$ cat src/rtl/lfw_pkg.sv
package lfw_pkg;

   typedef enum logic [1:0] {
      PH_REST = 2'd0,
      PH_LIVE = 2'd1,
      PH_TAIL = 2'd2
   } phase_t;

   // bits needed to hold the value n
   function automatic int unsigned cnt_bits(input int unsigned n);
      return (n < 2) ? 1 : $clog2(n + 1);
   endfunction

   function automatic int unsigned umax(input int unsigned a, input int unsigned b);
      return (a > b) ? a : b;
   endfunction

endpackage

$ cat src/rtl/lfw_run_timer.sv
// Counts ticks while the sampled level matches; any mismatch or clear zeroes it.
module lfw_run_timer #(
   parameter int unsigned LIMIT = 16,
   parameter int unsigned CW    = 5
) (
   input  logic          clk,
   input  logic          rst_n,
   input  logic          clr,
   input  logic          match,
   input  logic          tick,
   output logic [CW-1:0] count
);
   localparam logic [CW-1:0] SAT = CW'(LIMIT);

   always_ff @(posedge clk or negedge rst_n) begin
      if (!rst_n)
         count <= '0;
      else if (clr || !match)
         count <= '0;
      else if (tick && (count != SAT))
         count <= count + 1'b1;
   end
endmodule

$ cat src/rtl/lfw_end_pulse.sv
// End-of-frame pull-down; width picked at start from the fault record.
module lfw_end_pulse #(
   parameter int unsigned ACK_TICKS = 32,
   parameter int unsigned ERR_TICKS = 16
) (
   input  logic clk,
   input  logic rst_n,
   input  logic start,
   input  logic use_err,
   input  logic tick,
   output logic pull,
   output logic done
);
   import lfw_pkg::*;

   localparam int unsigned PW = cnt_bits(umax(ACK_TICKS, ERR_TICKS));
   localparam logic [PW-1:0] ACK_LAST = PW'(ACK_TICKS - 1);
   localparam logic [PW-1:0] ERR_LAST = PW'(ERR_TICKS - 1);

   logic          busy_q;
   logic          sel_err_q;
   logic [PW-1:0] cnt_q;
   logic [PW-1:0] last;

   assign last = sel_err_q ? ERR_LAST : ACK_LAST;
   assign done = busy_q && tick && (cnt_q == last);
   assign pull = busy_q;

   always_ff @(posedge clk or negedge rst_n) begin
      if (!rst_n) begin
         busy_q    <= 1'b0;
         sel_err_q <= 1'b0;
         cnt_q     <= '0;
      end else if (start) begin
         busy_q    <= 1'b1;
         sel_err_q <= use_err;
         cnt_q     <= '0;
      end else if (done) begin
         busy_q    <= 1'b0;
         cnt_q     <= '0;
      end else if (busy_q && tick) begin
         cnt_q     <= cnt_q + 1'b1;
      end
   end
endmodule

$ cat src/rtl/lfw_line_ctrl.sv
module lfw_line_ctrl #(
   parameter int unsigned DEB_LO_TICKS = 8,
   parameter int unsigned DEB_HI_TICKS = 8,
   parameter int unsigned STUCK_TICKS  = 2000,
   parameter int unsigned IDLE_TICKS   = 2000,
   parameter int unsigned ACK_TICKS    = 32,
   parameter int unsigned ERR_TICKS    = 16
) (
   input  logic clk,
   input  logic rst_n,
   input  logic line_in,
   input  logic tick,
   input  logic fault_in,
   output logic line_pull,
   output logic carrier_en,
   output logic standby
);
   import lfw_pkg::*;

   localparam int unsigned RUN_W = cnt_bits(umax(STUCK_TICKS, IDLE_TICKS));
   localparam logic [RUN_W-1:0] LIM_DEB_LO = RUN_W'(DEB_LO_TICKS);
   localparam logic [RUN_W-1:0] LIM_DEB_HI = RUN_W'(DEB_HI_TICKS);
   localparam logic [RUN_W-1:0] LIM_STUCK  = RUN_W'(STUCK_TICKS);
   localparam logic [RUN_W-1:0] LIM_IDLE   = RUN_W'(IDLE_TICKS);

   initial begin : p_param_check
      assert (DEB_LO_TICKS >= 1 && DEB_LO_TICKS < STUCK_TICKS)
         else $error("low debounce must be nonzero and below the stuck limit");
      assert (DEB_HI_TICKS >= 1 && DEB_HI_TICKS < IDLE_TICKS)
         else $error("high debounce must be nonzero and below the idle limit");
      assert (ACK_TICKS >= 1 && ERR_TICKS >= 1 && ACK_TICKS != ERR_TICKS)
         else $error("end pulse widths must be nonzero and distinct");
   end

   phase_t     phase_q, phase_d;
   logic       carrier_q, carrier_d;
   logic       fault_q;
   logic       armed_q;
   logic       live;
   logic       go_tail;
   logic       tail_done;
   logic       tail_pull;
   logic       enter_rest;
   logic [RUN_W-1:0] run_cnt [2];
   logic [RUN_W-1:0] lo_cnt;
   logic [RUN_W-1:0] hi_cnt;

   assign live = (phase_q == PH_LIVE);

   // index 0 times the low level, index 1 the high level
   for (genvar g = 0; g < 2; g++) begin : g_run
      localparam int unsigned LIM = (g == 0) ? STUCK_TICKS : IDLE_TICKS;
      lfw_run_timer #(
         .LIMIT (LIM),
         .CW    (RUN_W)
      ) u_run (
         .clk   (clk),
         .rst_n (rst_n),
         .clr   (!live),
         .match ((g == 0) ? !line_in : line_in),
         .tick  (tick),
         .count (run_cnt[g])
      );
   end

   assign lo_cnt = run_cnt[0];
   assign hi_cnt = run_cnt[1];

   always_comb begin
      phase_d   = phase_q;
      carrier_d = carrier_q;
      go_tail   = 1'b0;
      case (phase_q)
         PH_REST: begin
            carrier_d = 1'b0;
            if (armed_q && !line_in)
               phase_d = PH_LIVE;
         end
         PH_LIVE: begin
            if (lo_cnt >= LIM_STUCK) begin
               phase_d   = PH_REST;
               carrier_d = 1'b0;
            end else if (hi_cnt >= LIM_IDLE) begin
               phase_d   = PH_TAIL;
               carrier_d = 1'b0;
               go_tail   = 1'b1;
            end else if (!carrier_q && (lo_cnt >= LIM_DEB_LO)) begin
               carrier_d = 1'b1;
            end else if (carrier_q && (hi_cnt >= LIM_DEB_HI)) begin
               carrier_d = 1'b0;
            end
         end
         PH_TAIL: begin
            carrier_d = 1'b0;
            if (tail_done)
               phase_d = PH_REST;
         end
         default: begin
            phase_d   = PH_REST;
            carrier_d = 1'b0;
         end
      endcase
   end

   assign enter_rest = (phase_d == PH_REST) && (phase_q != PH_REST);

   lfw_end_pulse #(
      .ACK_TICKS (ACK_TICKS),
      .ERR_TICKS (ERR_TICKS)
   ) u_tail (
      .clk     (clk),
      .rst_n   (rst_n),
      .start   (go_tail),
      .use_err (fault_q | fault_in),
      .tick    (tick),
      .pull    (tail_pull),
      .done    (tail_done)
   );

   always_ff @(posedge clk or negedge rst_n) begin
      if (!rst_n) begin
         phase_q   <= PH_REST;
         carrier_q <= 1'b0;
         fault_q   <= 1'b0;
         armed_q   <= 1'b0;
      end else begin
         phase_q   <= phase_d;
         carrier_q <= carrier_d;
         if (enter_rest)
            fault_q <= 1'b0;
         else if (live && fault_in)
            fault_q <= 1'b1;
         // wake needs a high sample seen while resting
         if ((phase_q == PH_REST) && (phase_d == PH_REST))
            armed_q <= armed_q | line_in;
         else
            armed_q <= 1'b0;
      end
   end

   assign line_pull  = tail_pull;
   assign carrier_en = carrier_q;
   assign standby    = (phase_q == PH_REST);

endmodule

$ cat config.mk
export PLATFORM = sky130hd
export DESIGN_NAME = lfw_line_ctrl
export DESIGN_NICKNAME = d
export VERILOG_FILES = /design/src/rtl/lfw_pkg.sv /design/src/rtl/lfw_run_timer.sv /design/src/rtl/lfw_end_pulse.sv /design/src/rtl/lfw_line_ctrl.sv
export SDC_FILE = /design/constraint.sdc
export NUM_CORES = 1
export LEC_CHECK = 0
export BUFFER_PORTS_ARGS = -buffer_cell sky130_fd_sc_hd__buf_2
export CAP_MARGIN = 15
export CORE_MARGIN = 4
export CORE_UTILIZATION = 40
export DETAILED_ROUTE_END_ITERATION = 16
export GPL_TIMING_DRIVEN = 1
export HOLD_SLACK_MARGIN = 0.1
export PLACE_DENSITY = 0.62
export SLEW_MARGIN = 20
export SYNTH_ARGS = -nofsm -noshare
export SYNTH_HDL_FRONTEND = slang
export SYNTH_SLANG_ARGS = --single-unit
$ cat constraint.sdc
create_clock -name clk -period 1.3 [get_ports clk]
set_input_delay 0.195 -clock clk [delete_from_list [all_inputs] [get_ports clk]]
set_output_delay 0.195 -clock clk [all_outputs]
set_load 0.03 [all_outputs]
==> flow_metrics.env, run 1 <==
export IMPL_status="finished with violations"
export IMPL_failed_checks="negative setup slack"
export IMPL_placement_setup_worst_slack_ns=-0.167
export IMPL_placement_io_buffers=7
export IMPL_min_delay_path_depth=2
export IMPL_reg2reg_depth=6
export IMPL_critPathRequiredTime_ns=1.47
export IMPL_initial_utilization_pct=42.2
export IMPL_synth_warnings=0
export IMPL_maxCapViolCount=0
export IMPL_place_congestion=0.801
export IMPL_startpoint="g_run[0].u_run.count[1]$_DFFE_PN0P_"
export IMPL_cts_sinks=35
export IMPL_synth_top_cell_area_share_pct=46.7
export IMPL_numnets_final=263
export IMPL_die_w_um=76.5
export IMPL_floorplan_rows=24
export IMPL_critical_path_depth=6
export IMPL_initialDrtViolationCount=84
export IMPL_use_met2_pct=25.3
export IMPL_vdd_drop_max_uv=365
export IMPL_synth_async_reset_ratio_pct=100
export IMPL_critical_path_startpoint_type="register"
export IMPL_place_detailed_hpwl_um=3030
export IMPL_layer_with_the_highest_usage="met2"
export IMPL_synth_largest_area_cell="sky130_fd_sc_hd__dfrtp_1"
export IMPL_period_share_pct=112
export IMPL_cp_slowest_cell="sky130_fd_sc_hd__dfrtp_1"
export IMPL_setup_viol=14
export IMPL_wire_per_inst_um=14.4
export IMPL_final_cell_count_no_fill=306
export IMPL_drc=0
export IMPL_gr_total_overflow=0
export IMPL_cts_clk_slew_worst_paths_ns=0.07
export IMPL_antenna_diodes=0
export IMPL_synth_yosys_seq_area_share_pct=46.7
export IMPL_cts_buffers_inserted=5
export IMPL_ys_ff_latch=35
export IMPL_synth_edff_count=0
export IMPL_global_route_usage_met1_pct=20.0
export IMPL_ctsHtreeMaxLevel=2
export IMPL_grt_setup_unrepaired="yes"
export IMPL_grt_pass1_wl_um=7380
export IMPL_synth_cells=190
export IMPL_slew_headroom_pct=70.7
export IMPL_syn_area_per_cell_um2=9.87
export IMPL_grt_max_degree=20
export IMPL_layout_min_cycle_time_ns=1.46
export IMPL_worstSetupPathType="reg -> reg"
export IMPL_worst_path_dominant_cell_family="flip-flops"
export IMPL_synth_nets=200
export IMPL_critical_path_n_buffers_inverters=1
export IMPL_min_delay_path_class="in -> reg"
export IMPL_setup_worst_path_end_class="register"
export IMPL_via_count=1615
export IMPL_die_area_um2=5850
export IMPL_clock_skew_ns=0.00319
export IMPL_reg2reg_launch_point="g_run[0].u_run.count[1]$_DFFE_PN0P_"
export IMPL_f_max_ghz=0.685
export IMPL_share_of_final_layout_standard_cells_stronger_than_drive_strength_1_pct=45.7
export IMPL_syn_cell_area_um2=1880
export IMPL_boundaryPins=8
export IMPL_cp_arrival_ns=1.63
export IMPL_leakage_nw=1.29
export IMPL_finalWirelength_um=4400
export IMPL_count_of_cell_types_in_the_netlist=43
export IMPL_cts_buffer_depth=2
export IMPL_critical_path_peak_fanout=3
export IMPL_final_setup_worst_slack_ns=-0.159
export IMPL_worstPathCellList="inv_1, ha_1, nand4bb_1, o41ai_4, mux2i_1, nor2_1"
export IMPL_synthesis_to_finish_area_growth_pct=48.9
export IMPL_tritoncts="built"
export IMPL_global_route_met3_utilization_pct=4.26
export IMPL_core_region_area_um2=4440
export IMPL_first_global_vias=1631
export IMPL_tightestPinTransition_ns=0.440
export IMPL_finalHoldViolCount=0
export IMPL_synth_common_cells="sky130_fd_sc_hd__dfrtp_1 (35), sky130_fd_sc_hd__nor2_1 (29), sky130_fd_sc_hd__nand2_1 (17)"
export IMPL_cp_slowest_stage_delay_ns=0.40
export IMPL_finalMaxSlewViolations=0
export IMPL_die_height_um=76.5
export IMPL_synth_most_common_cell="sky130_fd_sc_hd__dfrtp_1"
export IMPL_clock_tree_root_cell="sky130_fd_sc_hd__clkbuf_8"
export IMPL_global_route_usage_total_pct=15.6
export IMPL_synth_area_top_cells="sky130_fd_sc_hd__dfrtp_1 (47%), sky130_fd_sc_hd__nor2_1 (5.8%), sky130_fd_sc_hd__xor2_1 (5.6%)"
export IMPL_power_density_cell_area_nw_per_um2=789
export IMPL_route_detailed_vias_per_inst=5.28
export IMPL_postLayoutCoreUtil_pct=62.8
export IMPL_clock_latency_ns=0.28
export IMPL_numPlacedInstances=289
export IMPL_synth_flop_cell="sky130_fd_sc_hd__dfrtp_1"
export IMPL_detailedRoute_firstPassIterationCount=4
export IMPL_number_of_antenna_violations_at_the_first_check_in_global_routing=0
export IMPL_final_antenna_net_count=0
export IMPL_worstHoldStart="fault_in"
sequential cells by signal, indices dropped and copies added, names as in the netlist:
register / count
g_run.u_run.count: 22
u_tail.cnt_q: 6
phase_q: 2
armed_q: 1
carrier_en: 1
fault_q: 1
u_tail.pull: 1
u_tail.sel_err_q: 1
final timing paths:
check	endpoint	slack, ns
worst max-delay path	g_run[0].u_run.count[1]$_DFFE_PN0P_	-0.16
worst max register to register	g_run[0].u_run.count[1]$_DFFE_PN0P_	-0.16
worst min register to register	fault_q$_DFFE_PN0P_	0.51
worst min-delay path	fault_q$_DFFE_PN0P_	0.15
min in group asynchronous	g_run[1].u_run.count[9]$_DFFE_PN0P_	0.39
max in group asynchronous	phase_q[1]$_DFF_PN0_	0.45
layout make-up:
cell class	count	area [um2]
multi-input combinational	141	1220
fill	345	1650
clock buffer	8	100
inverter	9	33.8
sequential	35	886
tap	52	65.1
timing repair buffer	61	484
repair_timing:
action | 4_1_cts | 5_1_grt
hold endpoints to repair | 16 | 0
pin swaps | 10 | 17
hold buffers | 1 | 0
endpoints found under the setup margin | 24 | 35
setup buffers | 6 | 2
cloned | 0 | 0
resized for setup | 28 | 32
layer usage:
layer | wire length, um | part of all wire (%)
met5 | 0 | 0
met4 | 51 | 1.2
met3 | 120 | 2.7
met2 | 2190 | 50
met1 | 2030 | 46
kinds of logic after synthesis:
group,share of synthesized area [%]
adders and majority gates,3.34
xor gates and xnor gates,10.3
muxes,1.07
AOI/OAI and AO/OA,9.61
buffers and inverters,3.47
DFF,46.7
and+or+nand+nor,25.5
layout by cell type, fill, tap and decap left out, types with 3 or more instances in the layout:
master	count
sky130_fd_sc_hd__and3_1	4
sky130_fd_sc_hd__buf_2	6
sky130_fd_sc_hd__buf_4	46
sky130_fd_sc_hd__buf_6	7
sky130_fd_sc_hd__clkbuf_8	7
sky130_fd_sc_hd__dfrtp_1	27
sky130_fd_sc_hd__dfrtp_2	8
sky130_fd_sc_hd__ha_4	3
sky130_fd_sc_hd__inv_1	7
sky130_fd_sc_hd__nand2_1	14
sky130_fd_sc_hd__nand3_1	4
sky130_fd_sc_hd__nand4_1	8
sky130_fd_sc_hd__nor2_1	26
sky130_fd_sc_hd__nor4_4	4
sky130_fd_sc_hd__xnor2_1	10
sky130_fd_sc_hd__xor2_1	11
per-stage QoR:
step                      instance area [um2]  TNS [ns]  hold slack (ns)  power, mW
after floorplan                          1930    -0.558           -0.101       1.22
after detailed placement                 2350     -1.55            0.160       1.31
after global placement                   2350     -1.19            0.169       1.31
after CTS                                2630    -0.756            0.144       2.21
final                                    2790    -0.787            0.154       2.20
after global routing                     2790     -2.89            0.165       2.30
worst reg2reg max path: stages (launching register included):
cell and delay (ns):
sky130_fd_sc_hd__dfrtp_1 0.40, sky130_fd_sc_hd__inv_1 0.07, sky130_fd_sc_hd__ha_1 0.13, sky130_fd_sc_hd__nand4bb_1 0.15, sky130_fd_sc_hd__o41ai_4 0.32, sky130_fd_sc_hd__mux2i_1 0.22, sky130_fd_sc_hd__nor2_1 0.05
report_power, final:
| group | leakage (nW) | switching, mW | total (mW) | internal, mW |
|---|---|---|---|---|
| Sequential | 0.457 | 0.0157 | 1.12 | 1.10 |
| Combinational | 0.778 | 0.112 | 0.219 | 0.107 |
| Clock | 0.0515 | 0.383 | 0.866 | 0.484 |
Note: power is estimated with default switching activity, not from simulation.
==> inputs of run 2 (changes only) <==
--- a/config.mk
+++ b/config.mk
@@ -5,6 +5,7 @@
 export SDC_FILE = /design/constraint.sdc
 export NUM_CORES = 1
 export LEC_CHECK = 0
+export ABC_AREA = 1
 export BUFFER_PORTS_ARGS = -buffer_cell sky130_fd_sc_hd__buf_2
 export CAP_MARGIN = 15
 export CORE_MARGIN = 4
@@ -12,7 +13,7 @@
 export DETAILED_ROUTE_END_ITERATION = 16
 export GPL_TIMING_DRIVEN = 1
 export HOLD_SLACK_MARGIN = 0.1
-export PLACE_DENSITY = 0.62
+export PLACE_DENSITY_LB_ADDON = 0.08
 export SLEW_MARGIN = 20
 export SYNTH_ARGS = -nofsm -noshare
 export SYNTH_HDL_FRONTEND = slang
==> flow_metrics.env, run 2 <==
export IMPL_setup_worst_path_end_class="register"
export IMPL_synth_async_reset_ratio_pct=100
export IMPL_wl_met2_um=2670
export IMPL_period_share_pct=110
export IMPL_critical_path_depth=10
export IMPL_wire_per_inst_um=12.3
export IMPL_synth_top_cell_area_share_pct=38.1
export IMPL_grt_max_degree=21
export IMPL_setup_tns_ns=-1.50
export IMPL_tightestPinTransition_ns=0.424
export IMPL_power_total_mw=3.66
export IMPL_synth_warnings=0
export IMPL_maxCapViolCount=0
export IMPL_gr_total_overflow=0
export IMPL_highest_signal_layer="met4"
export IMPL_place_congestion=0.852
export IMPL_synth_largest_area_cell="sky130_fd_sc_hd__dfrtp_1"
export IMPL_worstPathCellList="inv_2, ha_4, inv_2, nor2_2, nand3_2, nor2_4, nor2_4, nor2_8, nand2_1, nand2_1"
export IMPL_layout_min_cycle_time_ns=1.43
export IMPL_drc=0
export IMPL_antenna_diodes=0
export IMPL_synth_most_common_cell="sky130_fd_sc_hd__nand2_1"
export IMPL_core_region_area_um2=5540
export IMPL_largest_register_ff_count=22
export IMPL_synth_nets=314
export IMPL_finalWirelength_um=5360
export IMPL_place_detailed_hpwl_um=3870
export IMPL_filler_cell_count=539
export IMPL_clock_latency_ns=0.29
export IMPL_initialDrtViolationCount=102
export IMPL_synth_yosys_seq_area_share_pct=38.1
export IMPL_layout_commonest_cell="sky130_fd_sc_hd__nand2_1"
export IMPL_cp_arrival_ns=1.65
export IMPL_f_max_ghz=0.699
export IMPL_detail_route_wirelength_met1_um=2500
export IMPL_floorplan_rows=27
export IMPL_synth_area_top_cells="sky130_fd_sc_hd__dfrtp_1 (38%), sky130_fd_sc_hd__nand2_1 (12%), sky130_fd_sc_hd__nor2_1 (6.2%)"
export IMPL_clock_tree_root_cell="sky130_fd_sc_hd__clkbuf_8"
export IMPL_critical_path_peak_fanout=7
export IMPL_die_height_um=83.8
export IMPL_layout_common_cells="sky130_fd_sc_hd__nand2_1 (66), sky130_fd_sc_hd__buf_4 (45), sky130_fd_sc_hd__dfrtp_1 (32)"
export IMPL_cts_sinks=35
export IMPL_final_antenna_net_count=0
export IMPL_clock_skew_ns=0.00839
export IMPL_placement_io_buffers=7
export IMPL_cp_slowest_stage_delay_ns=0.39
export IMPL_syn_cell_area_um2=2300
export IMPL_worst_path_dominant_cell_family="simple AND/OR/NAND/NOR gates"
export IMPL_syn_area_per_cell_um2=7.55
export IMPL_tritoncts="built"
export IMPL_cts_buffer_depth=2
export IMPL_synth_cells=304
export IMPL_cp_slowest_cell="sky130_fd_sc_hd__dfrtp_1"
export IMPL_min_delay_path_depth=3
export IMPL_via_count=2090
export IMPL_die_area_um2=7020
export IMPL_count_of_cell_types_in_the_netlist=30
export IMPL_number_of_antenna_violations_at_the_first_check_in_global_routing=0
export IMPL_critical_path_n_buffers_inverters=2
export IMPL_leakage_nw=1.47
export IMPL_synthesis_to_finish_area_growth_pct=31.2
export IMPL_synth_edff_count=0
export IMPL_first_global_vias=1946
export IMPL_grt_pass1_wl_um=8980
export IMPL_grt_setup_unrepaired="yes"
export IMPL_registers_top_by_ff_count="g_run.u_run.count"
export IMPL_initial_utilization_pct=41.4
export IMPL_ctsHtreeMaxLevel=2
export IMPL_worstSetupPathType="reg -> reg"
export IMPL_finalHoldViolCount=0
export IMPL_reg_largest_list="g_run.u_run.count (22), u_tail.cnt_q (6), phase_q (2)"
export IMPL_die_w_um=83.8
export IMPL_reg2reg_depth=10
export IMPL_setup_viol=22
export IMPL_synth_flop_cell="sky130_fd_sc_hd__dfrtp_1"
export IMPL_critical_path_startpoint_type="register"
export IMPL_power_density_cell_area_nw_per_um2=1210
export IMPL_failed_checks="negative setup slack"
export IMPL_route_detailed_vias_per_inst=4.80
export IMPL_critPathRequiredTime_ns=1.52
export IMPL_synth_common_cells="sky130_fd_sc_hd__nand2_1 (75), sky130_fd_sc_hd__nor2_1 (38), sky130_fd_sc_hd__inv_1 (37)"
export IMPL_detailedRoute_firstPassIterationCount=4
export IMPL_share_of_final_layout_standard_cells_stronger_than_drive_strength_1_pct=38.0
export IMPL_boundaryPins=8
export IMPL_detailroute_wirelength_met3_um=150
export IMPL_global_route_usage_total_pct=15.6
export IMPL_min_delay_path_class="in -> reg"
export IMPL_final_setup_worst_slack_ns=-0.130
export IMPL_finalMaxSlewViolations=0
export IMPL_ys_ff_latch=35
export IMPL_cts_buffers_inserted=5
export IMPL_cts_clk_slew_worst_paths_ns=0.08
export IMPL_numnets_final=372
export IMPL_slew_headroom_pct=71.7
export IMPL_vdd_drop_max_uv=644
export IMPL_status="finished with violations"
run 2: per-stage QoR:
step | std cells | setup slack [ns] | instance area (um2) | utilization, % | hold slack (ns)
after floorplan | 304 | -0.0466 | 2330 | - | -0.101
after global placement | 418 | -0.0851 | 2720 | 49.1 | 0.157
after detailed placement | 418 | -0.0914 | 2720 | 49.1 | 0.157
after CTS | 428 | -0.0970 | 2890 | 52.1 | 0.154
after global routing | 435 | -0.245 | 3010 | 54.4 | 0.169
final | 435 | -0.130 | 3010 | 54.4 | 0.161
run 2: cell families after synthesis:
kind of cell	count (synthesis)	synth area share, %
fa+ha+maj	5	2.72
buf+inv	50	9.70
flops	35	38.1
xor+xnor	9	3.43
simple gates	181	39.0
compound gates	24	7.03
run 2: metal layers:
metal	up-vias	track usage, %
li1	1099	-
met1	957	20.8
met2	29	26.0
met3	5	3.26
met4	0	3.51
met5	-	0
run 2: worst paths after layout:
kind	from	end	slack (ns)
worst max-delay path	g_run[1].u_run.count[1]$_DFFE_PN0P_	g_run[1].u_run.count[6]$_DFFE_PN0P_	-0.13
worst min-delay path	fault_in	u_tail.sel_err_q$_DFFE_PN0P_	0.16
worst max register to register	g_run[1].u_run.count[1]$_DFFE_PN0P_	g_run[1].u_run.count[6]$_DFFE_PN0P_	-0.13
worst min register to register	fault_q$_DFFE_PN0P_	u_tail.sel_err_q$_DFFE_PN0P_	0.51
max in group asynchronous	rst_n	phase_q[0]$_DFF_PN0_	0.47
min in group asynchronous	rst_n	g_run[0].u_run.count[4]$_DFFE_PN0P_	0.37
run 2: cell type report:
| cell class | instances | area, um2 | share of cell area [%] |
|---|---|---|---|
| Multi-Input combinational cell | 220 | 1330 | 44.2 |
| Clock buffer | 5 | 68.8 | 2.28 |
| Clock inverter | 3 | 43.8 | 1.45 |
| Timing Repair Buffer | 54 | 409 | 13.6 |
| Tap cell | 72 | 90.1 | 2.99 |
| Inverter | 45 | 181 | 6.02 |
| Timing Repair inverter | 1 | 8.76 | 0.291 |
| Sequential cell | 35 | 880 | 29.2 |
run 2: repair_timing:
item                       in CTS  in global routing
hold endpoints to repair       15                  0
hold buffers                    1                  0
cloned                          1                  1
gates resized for setup        11                 23
pin swaps                       3                 13
setup buffers                   0                  6
setup endpoints to repair      30                 31
run 2: power breakdown:
part           internal, mW  switching (mW)
Sequential             1.25           0.123
Clock                 0.571           0.419
Combinational         0.560           0.728
Total                  2.39            1.27
run 2: worst reg2reg max path: cells and delay by family (launching register included):
| kind | cells | cell delay [ns] |
|---|---|---|
| adder cells (fa/ha/maj) | 1 | 0.13 |
| buffers and inverters | 2 | 0.11 |
| flip-flops | 1 | 0.39 |
| AND/OR/NAND/NOR | 7 | 0.73 |
==> inputs of run 3 (changes only) <==
--- a/config.mk
+++ b/config.mk
@@ -14,6 +14,7 @@
 export GPL_TIMING_DRIVEN = 1
 export HOLD_SLACK_MARGIN = 0.1
 export PLACE_DENSITY_LB_ADDON = 0.08
+export SETUP_SLACK_MARGIN = 0.2
 export SLEW_MARGIN = 20
 export SYNTH_ARGS = -nofsm -noshare
 export SYNTH_HDL_FRONTEND = slang
==> flow_metrics.env, run 3 (same netlist as run 2, synthesis figures left out) <==
export IMPL_cts_buffers_inserted=5
export IMPL_power_density_cell_area_nw_per_um2=1140
export IMPL_crit_path_frequent_cell="sky130_fd_sc_hd__nor2_4"
export IMPL_cp_slowest_stage_delay_ns=0.40
export IMPL_clock_latency_ns=0.29
export IMPL_finalWirelength_um=6020
export IMPL_clock_tree_root_cell="sky130_fd_sc_hd__clkbuf_8"
export IMPL_synthesis_to_finish_area_growth_pct=45.7
export IMPL_cp_slowest_cell="sky130_fd_sc_hd__dfrtp_1"
export IMPL_min_delay_path_class="in -> reg"
export IMPL_initial_utilization_pct=41.4
export IMPL_layout_commonest_cell="sky130_fd_sc_hd__nand2_1"
export IMPL_first_global_vias=2148
export IMPL_leakage_nw=1.62
export IMPL_place_detailed_hpwl_um=4010
export IMPL_number_of_antenna_violations_at_the_first_check_in_global_routing=0
export IMPL_period_share_pct=113
export IMPL_final_cell_count_no_fill=454
export IMPL_tritoncts="built"
export IMPL_critical_path_startpoint_type="register"
export IMPL_place_congestion=0.845
export IMPL_die_height_um=83.8
export IMPL_placement_io_buffers=7
export IMPL_vdd_drop_max_uv=694
export IMPL_die_area_um2=7020
export IMPL_numPlacedInstances=420
export IMPL_core_region_area_um2=5540
export IMPL_reg_largest_list="g_run.u_run.count (22), u_tail.cnt_q (6), phase_q (2)"
export IMPL_drc=0
export IMPL_f_max_ghz=0.680
export IMPL_gr_total_overflow=0
export IMPL_boundaryPins=8
export IMPL_slew_headroom_pct=70.8
export IMPL_ctsHtreeMaxLevel=2
export IMPL_final_setup_worst_slack_ns=-0.171
export IMPL_clock_skew_ns=0.00912
export IMPL_timing_reg2reg_setup_slack_ns=-0.17
export IMPL_layout_common_cells="sky130_fd_sc_hd__nand2_1 (57), sky130_fd_sc_hd__buf_4 (52), sky130_fd_sc_hd__inv_1 (32), sky130_fd_sc_hd__dfrtp_1 (32), sky130_fd_sc_hd__nor2_1 (27)"
export IMPL_route_detailed_vias_per_inst=4.89
export IMPL_cp_arrival_ns=1.70
export IMPL_die_w_um=83.8
export IMPL_registers_top_by_ff_count="g_run.u_run.count"
export IMPL_critical_path_peak_fanout=7
export IMPL_critPathRequiredTime_ns=1.53
export IMPL_worstPathCellList="inv_2, ha_4, inv_2, nor2_4, nand3_2, nor2_4, nor2_4, nor2_8, nand2_1, nand2_1"
export IMPL_tightestPinTransition_ns=0.438
export IMPL_layout_min_cycle_time_ns=1.47
export IMPL_worstSetupPathType="reg -> reg"
export IMPL_failed_checks="negative setup slack"
export IMPL_cts_clk_slew_worst_paths_ns=0.08
export IMPL_antenna_diodes=0
export IMPL_numnets_final=391
export IMPL_grt_max_degree=20
export IMPL_initialDrtViolationCount=78
export IMPL_via_count=2222
export IMPL_grt_setup_unrepaired="yes"
export IMPL_grt_pass1_wl_um=10200
export IMPL_detailedRoute_firstPassIterationCount=4
export IMPL_maxCapViolCount=0
export IMPL_floorplan_rows=27
export IMPL_cts_sinks=35
export IMPL_share_of_final_layout_standard_cells_stronger_than_drive_strength_1_pct=44.5
export IMPL_global_route_usage_total_pct=17.9
export IMPL_setup_worst_path_end_class="register"
export IMPL_setup_viol=24
export IMPL_status="finished with violations"
export IMPL_power_total_mw=3.82
export IMPL_placement_setup_worst_slack_ns=-0.106
export IMPL_wire_per_inst_um=13.3
export IMPL_postLayoutCoreUtil_pct=60.4
export IMPL_cts_buffer_depth=2
export IMPL_finalHoldViolCount=0
export IMPL_largest_register_ff_count=22
export IMPL_final_antenna_net_count=0
export IMPL_finalMaxSlewViolations=0
run 3: cell count changes in the layout (fill, tap and decap cells not counted), moves of 2 or more:
cell                      previous run  this run
sky130_fd_sc_hd__buf_2               6         4
sky130_fd_sc_hd__buf_4              45        52
sky130_fd_sc_hd__buf_6               1        13
sky130_fd_sc_hd__inv_2              13        10
sky130_fd_sc_hd__nand2_1            66        57
sky130_fd_sc_hd__nand2_2            12        14
sky130_fd_sc_hd__nand2_4             2         9
sky130_fd_sc_hd__nand3_2            10         8
sky130_fd_sc_hd__nand3_4             1         3
sky130_fd_sc_hd__nor2_1             30        27
sky130_fd_sc_hd__nor2_4              4         6
sky130_fd_sc_hd__o21ai_4             0         2
run 3: what timing repair did:
action,CTS,global route
cloned,2,1
pin swaps,19,23
endpoints found under the hold margin,16,0
setup endpoints to repair,37,38
resized for setup,42,30
hold buffers,1,0
setup buffers,14,8
run 3: power by group:
part           leakage, nW  switching, mW  total [mW]  internal, mW
clock network       0.0484          0.418       0.852         0.435
registers            0.458          0.140        1.40          1.26
logic                 1.12          0.829        1.57         0.742
total                 1.62           1.39        3.82          2.43
run 3: layout make-up:
| type | count | area, um2 |
|---|---|---|
| repair inverters | 1 | 16.3 |
| clock buffers | 7 | 86.3 |
| clock inverters | 1 | 8.76 |
| flip-flops and latches | 35 | 880 |
| inverters | 45 | 185 |
| multi-input cells | 221 | 1470 |
| repair buffers | 72 | 607 |
| well taps | 72 | 90.1 |
| fillers | 523 | 2200 |
run 3: worst paths after layout:
kind	cells past startpoint	from	endpoint
setup reg to reg	10	g_run[1].u_run.count[1]$_DFFE_PN0P_	g_run[1].u_run.count[10]$_DFFE_PN0P_
setup / recovery	10	g_run[1].u_run.count[1]$_DFFE_PN0P_	g_run[1].u_run.count[10]$_DFFE_PN0P_
max in group asynchronous	3	rst_n	g_run[0].u_run.count[4]$_DFFE_PN0P_
min in group asynchronous	2	rst_n	u_tail.cnt_q[2]$_DFFE_PN0P_
hold reg to reg	2	fault_q$_DFFE_PN0P_	u_tail.sel_err_q$_DFFE_PN0P_
hold / removal	3	fault_in	u_tail.sel_err_q$_DFFE_PN0P_
run 3: per-stage QoR:
stage	TNS (ns)	hold slack, ns	area, um2
floorplan	-0.581	-0.101	2370
global placement	-1.44	0.159	2760
detailed placement	-1.97	0.162	2760
CTS	-1.63	0.151	3160
global route	-4.63	0.165	3340
finish	-2.18	0.157	3340
run 3: worst max-delay path, delay by kind of cell (launching register included):
kind          cells  cell delay, ns
fa+ha+maj         1            0.13
buf+inv           2            0.12
flops             1            0.40
simple gates      7            0.77
run 3: metal layers:
metal  up-vias  share of wire [%]  global-route usage (%)
met1      1049                 44                    22.5
met4         0                1.4                    5.41
met2        30                 52                    30.9
met3         8                2.5                    3.46
li1       1135                  -                       -
met5         -                  0                       0
